==> src/rtl/cmd_crc_pkg.sv <==
package cmd_crc_pkg;
  localparam int BYTE_W      = 8;
  localparam int MAX_PAYLOAD = 3;
  localparam int IDX_W       = $clog2(MAX_PAYLOAD + 1);
  localparam int ERR_CLR_BIT = 0;

  typedef logic [BYTE_W-1:0] byte_t;

  localparam byte_t CRC_POLY    = 8'h07;
  localparam byte_t CRC_SEED    = 8'hFF;
  localparam byte_t OP_WRITE    = 8'h08;
  localparam byte_t ADDR_STATUS = 8'h00;
  localparam byte_t ADDR_GENCFG = 8'h01;

  // strobes from control to datapath
  typedef struct packed {
    logic             cmdStep;
    logic             cmdFirst;
    logic             capEn;
    logic [IDX_W-1:0] capIdx;
    logic             loadOut;
    logic             rspStep;
    logic             rspFirst;
  } ctl_t;

  // one byte through the CRC, most significant bit first
  function automatic byte_t crc8Next(input byte_t crcIn, input byte_t data);
    byte_t c;
    c = crcIn;
    for (int i = BYTE_W - 1; i >= 0; i--) begin
      if (c[BYTE_W-1] ^ data[i]) c = (c << 1) ^ CRC_POLY;
      else                       c = c << 1;
    end
    return c;
  endfunction
endpackage

==> src/rtl/cmd_crc_datapath.sv <==
module cmd_crc_datapath
  import cmd_crc_pkg::*;
(
  input  logic  clk,
  input  logic  rstN,
  input  ctl_t  ctl,
  input  byte_t inByte,
  input  byte_t rspByte,
  output logic  crcMatch,
  output byte_t frameOp,
  output byte_t frameAddr,
  output logic  frameClr,
  output byte_t cmdOp,
  output byte_t cmdAddr,
  output byte_t cmdData,
  output byte_t rspCrc
);
  byte_t cmdCrcQ, opQ, addrQ, dataQ, frameData;
  logic  firstCap;

  assign firstCap = ctl.capEn && (ctl.capIdx == '0);

  // field view that includes the byte arriving this cycle
  always_comb begin
    frameOp   = opQ;
    frameAddr = addrQ;
    frameData = dataQ;
    if (firstCap) begin
      frameOp   = inByte;
      frameAddr = '0;
      frameData = '0;
    end else if (ctl.capEn && ctl.capIdx == IDX_W'(1)) begin
      frameAddr = inByte;
    end else if (ctl.capEn && ctl.capIdx == IDX_W'(2)) begin
      frameData = inByte;
    end
  end

  assign frameClr = frameData[ERR_CLR_BIT];
  assign crcMatch = (cmdCrcQ == inByte);

  always_ff @(posedge clk) begin
    if (!rstN) begin
      cmdCrcQ <= CRC_SEED;
      opQ     <= '0;
      addrQ   <= '0;
      dataQ   <= '0;
      cmdOp   <= '0;
      cmdAddr <= '0;
      cmdData <= '0;
      rspCrc  <= CRC_SEED;
    end else begin
      if (ctl.cmdStep)
        cmdCrcQ <= crc8Next(ctl.cmdFirst ? CRC_SEED : cmdCrcQ, inByte);
      if (ctl.capEn) begin
        opQ   <= frameOp;
        addrQ <= frameAddr;
        dataQ <= frameData;
      end
      if (ctl.loadOut) begin
        cmdOp   <= frameOp;
        cmdAddr <= frameAddr;
        cmdData <= frameData;
      end
      if (ctl.rspStep)
        rspCrc <= crc8Next(ctl.rspFirst ? CRC_SEED : rspCrc, rspByte);
    end
  end

  // a fresh first byte wipes the stale address and data of the last frame
  p_first_clears_r3: assert property (@(posedge clk) disable iff (!rstN)
    firstCap |=> (addrQ == '0) && (dataQ == '0));
endmodule

==> src/rtl/cmd_crc_control.sv <==
module cmd_crc_control
  import cmd_crc_pkg::*;
(
  input  logic  clk,
  input  logic  rstN,
  input  logic  crcEnable,
  input  logic  inValid,
  input  logic  inLast,
  input  logic  rspValid,
  input  logic  rspLast,
  input  logic  crcMatch,
  input  byte_t frameOp,
  input  byte_t frameAddr,
  input  logic  frameClr,
  output ctl_t  ctl,
  output logic  cmdFire,
  output logic  errFlag,
  output logic  rspCrcValid
);
  logic [IDX_W-1:0] byteIdx;
  logic rspMid;
  logic frameEnd, isCrcByte, isWrite, protAddr, crcOk, writeOk, fireNow, errSet, errClr;

  assign frameEnd  = inValid && inLast;
  assign isCrcByte = frameEnd && crcEnable;
  assign isWrite   = (frameOp == OP_WRITE);
  assign protAddr  = (frameAddr == ADDR_STATUS) || (frameAddr == ADDR_GENCFG);
  assign crcOk     = !crcEnable || crcMatch;
  assign writeOk   = !isWrite || !errFlag || protAddr || !crcEnable;
  assign fireNow   = frameEnd && crcOk && writeOk;
  assign errSet    = isCrcByte && !crcMatch;
  assign errClr    = fireNow && isWrite && (frameAddr == ADDR_STATUS) && frameClr;

  always_comb begin
    ctl.cmdStep  = inValid && !isCrcByte;
    ctl.cmdFirst = (byteIdx == '0);
    ctl.capEn    = ctl.cmdStep && (byteIdx < IDX_W'(MAX_PAYLOAD));
    ctl.capIdx   = byteIdx;
    ctl.loadOut  = fireNow;
    ctl.rspStep  = rspValid;
    ctl.rspFirst = !rspMid;
  end

  always_ff @(posedge clk) begin
    if (!rstN) begin
      byteIdx     <= '0;
      rspMid      <= 1'b0;
      errFlag     <= 1'b0;
      cmdFire     <= 1'b0;
      rspCrcValid <= 1'b0;
    end else begin
      if (inValid) begin
        if (inLast)                  byteIdx <= '0;
        else if (byteIdx != '1)      byteIdx <= byteIdx + 1'b1;
      end
      if (rspValid) rspMid <= !rspLast;
      if (errSet)      errFlag <= 1'b1;
      else if (errClr) errFlag <= 1'b0;
      cmdFire     <= fireNow;
      rspCrcValid <= rspValid && rspLast;
    end
  end

  // the flag only rises after a checked frame whose CRC failed
  p_flag_cause_r4: assert property (@(posedge clk) disable iff (!rstN)
    $rose(errFlag) |-> $past(inValid && inLast && crcEnable && !crcMatch));
  // a failed frame is never forwarded and leaves the flag set
  p_bad_dropped_r4: assert property (@(posedge clk) disable iff (!rstN)
    (inValid && inLast && crcEnable && !crcMatch) |=> (!cmdFire && errFlag));
  // locked-out writes produce no strobe
  p_lockout_r5: assert property (@(posedge clk) disable iff (!rstN)
    (inValid && inLast && crcEnable && errFlag && frameOp == OP_WRITE &&
     frameAddr > ADDR_GENCFG) |=> !cmdFire);
  // the flag falls only together with an accepted command
  p_clear_by_cmd_r7: assert property (@(posedge clk) disable iff (!rstN)
    $fell(errFlag) |-> cmdFire);
  // with checking off the flag cannot rise
  p_off_no_set_r8: assert property (@(posedge clk) disable iff (!rstN)
    (inValid && inLast && !crcEnable) |=> !$rose(errFlag));
  // the response strobe follows a final response byte
  p_rsp_strobe_r9: assert property (@(posedge clk) disable iff (!rstN)
    rspCrcValid |-> $past(rspValid && rspLast));
endmodule

==> src/rtl/cmd_crc_top.sv <==
module cmd_crc_top
  import cmd_crc_pkg::*;
(
  input  logic       clk,
  input  logic       rstN,
  input  logic       crcEnable,
  input  logic       inValid,
  input  logic [7:0] inByte,
  input  logic       inLast,
  input  logic       rspValid,
  input  logic [7:0] rspByte,
  input  logic       rspLast,
  output logic       cmdFire,
  output logic [7:0] cmdOp,
  output logic [7:0] cmdAddr,
  output logic [7:0] cmdData,
  output logic       errFlag,
  output logic       rspCrcValid,
  output logic [7:0] rspCrc
);
  ctl_t  ctl;
  logic  crcMatch, frameClr;
  byte_t frameOp, frameAddr;

  cmd_crc_control u_ctrl (
    .clk(clk), .rstN(rstN), .crcEnable(crcEnable),
    .inValid(inValid), .inLast(inLast),
    .rspValid(rspValid), .rspLast(rspLast),
    .crcMatch(crcMatch), .frameOp(frameOp), .frameAddr(frameAddr), .frameClr(frameClr),
    .ctl(ctl), .cmdFire(cmdFire), .errFlag(errFlag), .rspCrcValid(rspCrcValid)
  );

  cmd_crc_datapath u_dp (
    .clk(clk), .rstN(rstN), .ctl(ctl),
    .inByte(inByte), .rspByte(rspByte),
    .crcMatch(crcMatch), .frameOp(frameOp), .frameAddr(frameAddr), .frameClr(frameClr),
    .cmdOp(cmdOp), .cmdAddr(cmdAddr), .cmdData(cmdData), .rspCrc(rspCrc)
  );
endmodule

==> config.mk <==
export PLATFORM = sky130hd
export DESIGN_NAME = cmd_crc_top
export DESIGN_NICKNAME = d
export VERILOG_FILES = /design/src/rtl/cmd_crc_pkg.sv /design/src/rtl/cmd_crc_datapath.sv /design/src/rtl/cmd_crc_control.sv /design/src/rtl/cmd_crc_top.sv
export SDC_FILE = /design/constraint.sdc
export NUM_CORES = 1
export LEC_CHECK = 0
export BUFFER_PORTS_ARGS = -buffer_cell sky130_fd_sc_hd__buf_2
export CORE_ASPECT_RATIO = 1.4
export CORE_UTILIZATION = 61
export CTS_CLUSTER_DIAMETER = 120
export DETAILED_ROUTE_END_ITERATION = 16
export GPL_TIMING_DRIVEN = 0
export PLACE_DENSITY = 0.85
export SLEW_MARGIN = 20
export SYNTH_ARGS = -nofsm -noshare
export SYNTH_HDL_FRONTEND = slang
export SYNTH_SLANG_ARGS = --single-unit
==> constraint.sdc <==
create_clock -name clk -period 4.5 [get_ports clk]
set_input_delay 0.675 -clock clk [delete_from_list [all_inputs] [get_ports clk]]
set_output_delay 0.675 -clock clk [all_outputs]
set_load 0.03 [all_outputs]
* Yosys cells after proc, flatten, opt, wreduce, memory -nomap -nowiden *
Index checks and enable logic that the tools add are counted.

cells by class
  add/sub/neg operators = 1
  order comparisons = 1
  equal/unequal tests = 6
  muxes and demuxes = 56
  bitwise operators = 32
  reduce and logical (&&, ||, !) cells = 30

operators with widths
  cell                   count
  $mux W8                36
  $mux W3                16
  $not A3 Y3             16
  $xor A1 B1 Y1          16
  $logic_and A1 B1 Y1    14
  $eq A8 B1 Y1 const B   1
  $eq A8 B4 Y1 const B   1
  $eq A8 B8 Y1           1
  $logic_not A8 Y1       1
  $logic_not A1 Y1       6
  $logic_or A1 B1 Y1     5
  $mux W2                2
  $reduce_bool A2 Y1     2
  $add A2 B1 Y2 const B  1
  $eq A2 B1 Y1 const B   1
  $eq A2 B2 Y1 const B   1
  $logic_not A2 Y1       1
  $lt A2 B2 Y1 const B   1
  $mux W1                2
  $ne A2 B2 Y1 const B   1
  $reduce_and A2 Y1      1

storage, ports and cells
  register bits = 70

* Logic depth before layout (Yosys ltp) *
Gate-level depths: netlist of run 1.

  depth after elaboration = 32
  gate-level depth with buffers = 11
  mapped depth without buffers = 8

* Cells and area by module *
From an unflattened synthesis of run 1, not the netlist that was laid out.

unflattened totals
  cell total of the unflattened synthesis = 407
  area total of the unflattened synthesis = 3565.9 µm²

modules (own cells, without submodules)
  module            instances  cells an instance  area an instance (µm²)
  cmd_crc_datapath  1          365                3195.6
  cmd_crc_control   1          42                 370.4

* Worst setup path after synthesis of run 1 *
Ideal clock, no wire load.

  kind = input to register
  start point = input inByte[6]
  end point = register u_dp.cmdAddr[7]
  arrival = 2.310 ns
  slack = 2.073 ns
  cell stages on the path = 9
  path buffers = 3
  path through = buf_2 -> or4_4 -> nor3_2 -> a311oi_1 -> a211oi_2 -> buf_6 -> buf_12 -> mux2i_1 -> nor2b_1

between the ends
  cells in the longest elaborated chain, start to end = 7
  elaborated cells between the ends (all ways) = 15
  classes of those cells = 3 x eq/ne; 3 x mux; 9 x reduce/logical

ends and longest elaborated chain
  element                                       line                                            source
  start, declared                               cmd_crc_top.sv:8                                input logic [7:0] inByte,
  $mux W8, on equally long branches             cmd_crc_datapath.sv:32, cmd_crc_datapath.sv:28
  $mux W8 or $eq A8 B4 Y1 (tied branches)       cmd_crc_datapath.sv:28, cmd_crc_control.sv:26
  $eq A8 B1 Y1, or another cell as far along    cmd_crc_control.sv:27                           assign protAddr = (frameAddr == ADDR_STATUS) || (frameAddr == ADDR_GENCFG);
  $logic_or A1 B1 Y1, on equally long branches  cmd_crc_control.sv:27, cmd_crc_control.sv:29
  $logic_or A1 B1 Y1 (2 in series)              cmd_crc_control.sv:29                           assign writeOk = !isWrite || !errFlag || protAddr || !crcEnable;
  $logic_and A1 B1 Y1 (*)                       cmd_crc_control.sv:30                           assign fireNow = frameEnd && crcOk && writeOk;
  end signal, assigned                          cmd_crc_datapath.sv:62                          cmdAddr <= frameAddr;
  end, declared                                 cmd_crc_datapath.sv:14                          output byte_t cmdAddr,

Every way passes the cells marked *; elsewhere a longest branch is shown, timed or not.
A chain may end at the register's enable or synchronous reset.

* Final worst setup path of run 1 *
  start point = register u_ctrl.byteIdx[0]
  end point = register u_dp.cmdCrcQ[2]

between the ends
  cells in the longest elaborated chain, start to end = 22
  elaborated cells between the ends (all ways) = 30
  classes of those cells = 20 x mux; 9 x bitwise; 1 x reduce/logical

ends and longest elaborated chain
  element                                                line                                       source
  start, declared                                        cmd_crc_control.sv:20                      logic [IDX_W-1:0] byteIdx;
  start signal, assigned                                 cmd_crc_control.sv:54                      else if (byteIdx != '1) byteIdx <= byteIdx + 1'b1;
  $logic_not A2 Y1 (*)                                   cmd_crc_control.sv:36                      ctl.cmdFirst = (byteIdx == '0);
  $mux W8 (*)                                            cmd_crc_datapath.sv:54                     cmdCrcQ <= crc8Next(ctl.cmdFirst ? CRC_SEED : cmdCrcQ, inByte);
  $xor A1 B1 Y1, or another cell as far along            cmd_crc_pkg.sv:31                          if (c[BYTE_W-1] ^ data[i]) c = (c << 1) ^ CRC_POLY;
  $mux W3 or $mux W8 (tied branches)                     cmd_crc_pkg.sv:31, cmd_crc_datapath.sv:43
  $mux W8 (*)                                            cmd_crc_datapath.sv:53                     if (ctl.cmdStep)
  $mux W8 (*)                                            cmd_crc_datapath.sv:43                     if (!rstN) begin
  $mux W8 (*)                                            cmd_crc_datapath.sv:53
  $mux W8 (*)                                            cmd_crc_datapath.sv:43
  (+6 left out)                                          --
  $mux W8 (*)                                            cmd_crc_datapath.sv:53
  $mux W8 (*)                                            cmd_crc_datapath.sv:43
  $xor A1 B1 Y1, or another cell as far along            cmd_crc_pkg.sv:31
  $mux W3 or $mux W8 (tied branches)                     cmd_crc_pkg.sv:31, cmd_crc_datapath.sv:43
  $mux W8 (*)                                            cmd_crc_datapath.sv:53
  $mux W8 (*)                                            cmd_crc_datapath.sv:43
  $not A3 Y3 (no line) or $xor A1 B1 Y1 (tied branches)  --
  $mux W3 (*)                                            cmd_crc_pkg.sv:31
  end signal, assigned                                   cmd_crc_datapath.sv:54
  end, declared                                          cmd_crc_datapath.sv:18                     byte_t cmdCrcQ, opQ, addrQ, dataQ, frameData;

Every way passes the cells marked *; elsewhere a longest branch is shown, timed or not. The select of a mux whose other input is x is not followed.

==> results of run 1 <==
==> metrics by stage <==
step | cells | hold WS (ns) | setup slack, ns | area, sq um
finish | 543 | 0.4602 | 2.013 | 4153
global route | 543 | 0.4864 | 1.900 | 4153
CTS | 543 | 0.4613 | 2.074 | 4153
detailed placement | 527 | 0.4441 | 1.761 | 3946
global placement | 527 | 0.4339 | 1.817 | 3946
floorplan | 410 | 0.4647 | 2.073 | 3616
==> layout by cell type, fill, tap and decap left out, drive strengths merged, types with 2 or more instances in the layout <==
master / synthesis / layout
a211oi: 4 / 4
a21boi: 9 / 9
a21oi: 4 / 4
a22oi: 3 / 3
a311oi: 2 / 2
and2: 12 / 12
and3: 3 / 3
buf: 7 / 56
clkbuf: 21 / 31
clkinv: 0 / 3
dfxtp: 70 / 70
ha: 4 / 4
inv: 5 / 6
mux2i: 32 / 32
nand2: 55 / 55
nand2b: 3 / 3
nand3: 4 / 4
nor2: 40 / 40
nor2b: 23 / 23
nor3: 4 / 4
nor4: 4 / 4
o211a: 2 / 2
o211ai: 3 / 3
o21ai: 23 / 23
o22ai: 3 / 3
o41ai: 2 / 2
or4: 2 / 2
xnor2: 30 / 30
xnor3: 3 / 3
xor2: 22 / 22
==> path summary, 6_finish.rpt <==
check | endpoint | slack (ns) | cells past startpoint
hold / removal | u_dp.cmdData[7]$_SDFFE_PN0P_ | 0.46 | 2
setup / recovery | u_dp.cmdCrcQ[2]$_SDFFE_PN1P_ | 2.01 | 9
hold reg to reg | u_dp.cmdData[7]$_SDFFE_PN0P_ | 0.46 | 2
setup reg to reg | u_dp.cmdCrcQ[2]$_SDFFE_PN1P_ | 2.01 | 9
==> power by group <==
part           switching (mW)  internal, mW  leakage [nW]
clock network           0.242         0.274         0.103
logic                   0.177         0.131          1.12
registers              0.0274         0.648         0.570
total                   0.446          1.05          1.80
==> synth_stat cells, drive strengths merged, types with 4 or more instances <==
master and instances:
buf 7, and2 12, xor2 22, nor2 40
mux2i 32, nor2b 23, o21ai 23, nor4 4
inv 5, a21boi 9, a21oi 4, dfxtp 70
xnor2 30, nand3 4, nand2 55, ha 4
clkbuf 21, nor3 4, a211oi 4
==> state kept, by name, indices dropped and copies added, names as in the netlist <==
signal	cells
u_dp.addrQ	8
u_dp.cmdAddr	8
u_dp.cmdCrcQ	8
u_dp.cmdData	8
u_dp.cmdOp	8
u_dp.dataQ	8
u_dp.opQ	8
u_dp.rspCrc	8
u_ctrl.byteIdx	2
u_ctrl.cmdFire	1
u_ctrl.errFlag	1
u_ctrl.rspCrcValid	1
u_ctrl.rspMid	1
==> metal layers <==
metal / track usage / part of all wire
met1: 0.2705 / 0.37
met2: 0.5192 / 0.55
met3: 0.08293 / 0.055
met4: 0.1436 / 0.023
met5: 0 / 0
==> layout make-up <==
class                   count  area (sq um)
multi-input cells         307          2048
inverters                   5         18.77
flip-flops and latches     70          1401
clock inverters             6         68.82
well taps                  68         85.08
plain buffers              28         147.6
clock buffers              10         137.6
repair buffers             49         245.2
fillers                   416          1453
==> cells by family after synthesis <==
logic type,share of synthesized area
buffers and inverters,0.04602
XOR/XNOR,0.1467
AND/OR/NAND/NOR,0.2069
flip-flops,0.3875
AO/OA/AOI/OAI,0.1104
multiplexers,0.08858
adder cells (fa/ha/maj),0.01384
==> worst min-delay path, stage by stage (launching register included) <==
cell and delay, ns:
dfxtp_1 0.31, nand2_1 0.05, o21ai_1 0.05
==> impl_metrics.csv, run 1 <==
group,metric,value,unit
run_status,status,"finished, final reports clean",
cts,numCtsBuffers,9,
detailed_routing,drc,0,
placed_design,dp_hpwl,6061,um
sta,period_share,0.5526,
detailed_routing,dr.pass1.iters,4,
worst_setup_path,critPathLaunch,"u_ctrl.byteIdx[0]$_SDFFE_PN0P_",
floorplan,ioPinCount,58,
sta,fin_crit,2.487,ns
cts,cts_tree,"done",
worst_setup_path,crit_slowest_cell,"dfxtp_1",
detailed_routing,vias,3010,
power,p_leak,1.796,nW
logic_synthesis,synth_edf_count,0,
logic_synthesis,synthTopCellsByArea,"dfxtp_1 (39%), mux2i_1 (8.9%), xnor2_1 (7.0%)",
global_route,grt_pass1_vias,2965,
global_route,grt.overflow.total,0,
logic_synthesis,netlist_instances,410,
power,power_density,360.9,mW/mm^2
worst_setup_path,critPathKind,"flop to flop",
worst_setup_path,critPathMaxStageDelay,0.43,ns
sta,rsz0062_at_grt,"no",
sta,tns,0,ns
logic_synthesis,syn_nets,437,
global_route,antenna_found_initial,0,
cts,ctsResizeCount,0,
sta,slew_viol_final,0,
cts,ctsRootBufferMaster,"clkbuf_8",
worst_setup_path,cpMostUsedCell,"inv_1",
sta,skew,0.009260,ns
finish,antenna_cells,0,
sta,clock.fmax,402.2,MHz
cts,cts_buffer_depth,2,
cts,postCtsSetupRepairBufs,0,
worst_setup_path,critPathTopFamily,"XOR/XNOR gates",
logic_synthesis,synth_cell_types,49,
worst_hold_path,min_path_type,"flop to flop",
logic_synthesis,synth_flop_cell,"dfxtp_1",
detailed_routing,wl,8277,um
worst_setup_path,crit_chain,"inv_1 > ha_1 > clkbuf_1 > inv_1 > nand2_1 > xnor2_2 > xnor3_1 > a211oi_1 > o41ai_1",
worst_setup_path,worstPathRequired,4.70,ns
finish,syn_to_final_growth,14.84,%
floorplan,die-area,0.006244,sq mm
power,power,1.499,mW
worst_setup_path,cp_max_fo,9,
logic_synthesis,yosysTopAreaCell,"dfxtp_1",
flow_run,drv_cap,0,
worst_setup_path,cp.arrival,2.68,ns
worst_setup_path,critPathCaptureType,"flop",
cts,cts.clk_slew.worst_paths,0.08,ns
floorplan,start_util,0.6451,
global_route,grt_use_total,0.2817,
logic_synthesis,async_flop_share,0,
cts,cts_hold_buffers,0,
worst_setup_path,worst-path-buf-inv,3,
cts,htree_levels,3,
worst_setup_path,setup.worst_path.start_class,"flop",
detailed_routing,viasPerCell,5.543,
logic_synthesis,yosys_warnings,0,
sta,setup_violations,0,
global_route,grt_pass1_wl,13210,um
power,ir_drop,0.0002460,V
detailed_routing,ant_nets,0,
placed_design,routabilityCongestion,0.8890,
worst_setup_path,r2r-start,"u_ctrl.byteIdx[0]$_SDFFE_PN0P_",
logic_synthesis,yosysTopAreaCellShare,0.3875,
cts,clock_latency,0.34,ns
floorplan,coreArea,0.005605,sq mm
sta,worstMarginPinSlew,0.5971,ns
logic_synthesis,ys_seq_area_frac,0.3875,
logic_synthesis,postSynthAreaPerCell,8.819,sq um
logic_synthesis,syn_area,0.003616,sq mm
floorplan,rows,32,
floorplan,die_w,67.07,um
worst_hold_path,worstHoldStart,"u_dp.cmdData[7]$_SDFFE_PN0P_",
detailed_routing,post_drt_wl_per_cell,15.24,um
detailed_routing,drt-initial-drc-count,109,
placed_design,port_buffers,49,
floorplan,die_h,93.10,um
cts,cts_sinks,70,
finish,nets,497,
logic_synthesis,ys_ff_latch,70,
finish,fin_util,0.7408,
sta,slew_headroom,0.6019,
global_route,grt_max_degree,14,
finish,drive_gt1_frac,0.1642,
sta,final_hold_viol_count,0,
(Power assumes the default switching activity.)
==> inputs of run 2 (changes only) <==
- CORE_UTILIZATION: 61 -> 51
- PLACE_DENSITY: 0.85 -> 0.76
- clock period: 4.5 -> 2.1 ns (I/O delays scaled with it)
==> impl_metrics.csv, run 2 (synthesis results as in run 1) <==
group,metric,value,unit
finish,fillers,576,
global_route,grt_max_degree,13,
power,p_comb_frac,0.218,
cts,cts.clk_slew.worst_paths,0.08,ns
global_route,grt.overflow.total,0,
placed_design,port_buffers,49,
cts,htree_levels,3,
placed_design,dp_cells,551,
sta,setup_violations,23,
cts,cts_sinks,70,
global_route,grt_use_total,0.2433,
placed_design,dp_hpwl,6172,um
sta,fin_ws,-0.06647,ns
global_route,grt_pass1_wl,13670,um
cts,cts_buffer_depth,2,
detailed_routing,ant_nets,0,
sta,fin_crit,2.166,ns
detailed_routing,drt-initial-drc-count,90,
detailed_routing,vias,3031,
finish,final_cells,577,
worst_setup_path,cp_max_fo,10,
cts,clock_latency,0.35,ns
power,power_switching,970.0,uW
power,ir_drop,0.0004484,V
finish,fin_util,0.6476,
sta,slew_headroom,0.5972,
power,switching_share,0.2968,
power,seq_power_share,0.446,
sta,final_hold_viol_count,0,
detailed_routing,viasPerCell,5.253,
finish,layout_commonest_cell,"dfxtp_1",
floorplan,ioPinCount,58,
sta,clock.fmax,461.6,MHz
finish,final_cell_mix,"dfxtp_1 (66), nand2_1 (55), buf_2 (51)",
detailed_routing,wl,8431,um
power,clockPowerShare,0.336,
detailed_routing,dr.pass1.iters,4,
flow_run,drv_cap,0,
floorplan,die-area,0.007436,sq mm
run_status,violations,"setup timing",
floorplan,coreArea,0.006700,sq mm
sta,period_share,1.032,
worst_hold_path,min_path_type,"primary input to flop",
floorplan,die_h,101.6,um
sta,skew,0.01201,ns
floorplan,start_util,0.5397,
run_status,status,"finished with violations",
finish,drive_gt1_frac,0.2227,
global_route,grt_pass1_vias,3024,
worst_setup_path,worstPathRequired,2.34,ns
placed_design,place_ws,-0.3041,ns
sta,tns,-0.8484,ns
cts,cts_tree,"done",
power,p_leak,1.880,nW
worst_setup_path,cp.arrival,2.41,ns
power,p_int,2.298,mW
placed_design,routabilityCongestion,0.8860,
floorplan,die_w,73.17,um
sta,worstMarginPinSlew,0.6042,ns
worst_setup_path,setup.worst_path.start_class,"flop",
worst_setup_path,critPathKind,"flop to flop",
worst_setup_path,critPathCaptureType,"flop",
finish,nets,507,
floorplan,rows,35,
power,power_density,753.2,mW/mm^2
sta,rsz0062_at_grt,"yes",
finish,syn_to_final_growth,20.00,%
sta,whs,0.1450,ns
cts,ctsRootBufferMaster,"clkbuf_8",
cts,numCtsBuffers,9,
detailed_routing,post_drt_wl_per_cell,14.61,um
sta,slew_viol_final,0,
finish,antenna_cells,0,
global_route,antenna_found_initial,0,
detailed_routing,drc,0,
==> run 2: changes by cell type in the layout (fill, tap and decap cells not counted), moves of 2 or more <==
| cell | delta |
|---|---|
| clkbuf_1 | -3 |
| a311oi_2 | +2 |
| ha_1 | -3 |
| dfxtp_1 | -4 |
| buf_4 | +14 |
| o21ai_0 | -6 |
| xnor2_2 | +2 |
| a311oi_1 | -2 |
| dfxtp_2 | +4 |
| o21ai_1 | +6 |
| xnor2_1 | -2 |
| ha_2 | +2 |
==> run 2: power by group through the flow <==
stage / clock [mW] / sequential [mW] / combinational (mW)
after floorplan: 0 / 1.52 / 0.458
after global placement: 0 / 1.47 / 0.634
after detailed placement: 0 / 1.48 / 0.653
after CTS: 1.11 / 1.45 / 0.685
after global routing: 1.17 / 1.47 / 0.773
final: 1.10 / 1.46 / 0.713
==> run 2: layout make-up <==
cell class | instances | area [sq um] | share of cell area
Timing Repair Buffer | 62 | 342.8 | 0.07901
Clock buffer | 11 | 141.4 | 0.03258
Buffer | 25 | 147.6 | 0.03403
Clock inverter | 5 | 57.56 | 0.01326
Multi-Input combinational cell | 307 | 2110 | 0.4862
Sequential cell | 70 | 1406 | 0.3241
Inverter | 5 | 18.77 | 0.004325
Tap cell | 92 | 115.1 | 0.02653
==> run 2: path summary, 6_finish.rpt <==
| path | from | end | slack [ns] | depth (start not counted) |
|---|---|---|---|---|
| worst max register to register | u_dp.addrQ[7]$_SDFFE_PN0N_ | u_dp.cmdData[4]$_SDFFE_PN0P_ | -0.07 | 8 |
| worst min-delay path | rspLast | u_ctrl.rspMid$_SDFFE_PN0P_ | 0.15 | 2 |
| worst min register to register | u_dp.cmdOp[2]$_SDFFE_PN0P_ | u_dp.cmdOp[2]$_SDFFE_PN0P_ | 0.45 | 2 |
| worst max-delay path | u_dp.addrQ[7]$_SDFFE_PN0N_ | u_dp.cmdData[4]$_SDFFE_PN0P_ | -0.07 | 8 |
==> run 2: layer usage <==
layer | vias to the layer above | global-route usage | part of all wire
met4 | 0 | 0.1207 | 0.032
met2 | 91 | 0.4459 | 0.52
met5 | - | 0 | 0
li1 | 1504 | - | -
met1 | 1407 | 0.2505 | 0.40
met3 | 29 | 0.06468 | 0.052
==> run 2: worst max-delay path: stages, from the launching register on <==
cell	delay, ns
dfxtp_2	0.33
or4_4	0.52
a311oi_2	0.28
a311oi_2	0.10
a211oi_2	0.23
buf_6	0.20
buf_12	0.14
mux2i_1	0.19
nor2b_1	0.06
==> run 2: stage by stage <==
| step | power (mW) | cell area [sq um] |
|---|---|---|
| finish | 3.268 | 4339 |
| CTS | 3.249 | 4267 |
| global placement | 2.109 | 3976 |
| floorplan | 1.978 | 3616 |
| detailed placement | 2.130 | 3976 |
| global route | 3.412 | 4339 |
==> run 2: repair_timing <==
action,CTS,global route
pin swaps,1,2
hold buffers,0,0
resized for setup,11,18
endpoints found under the setup margin,34,27
setup buffers,9,4
hold endpoints to repair,0,0
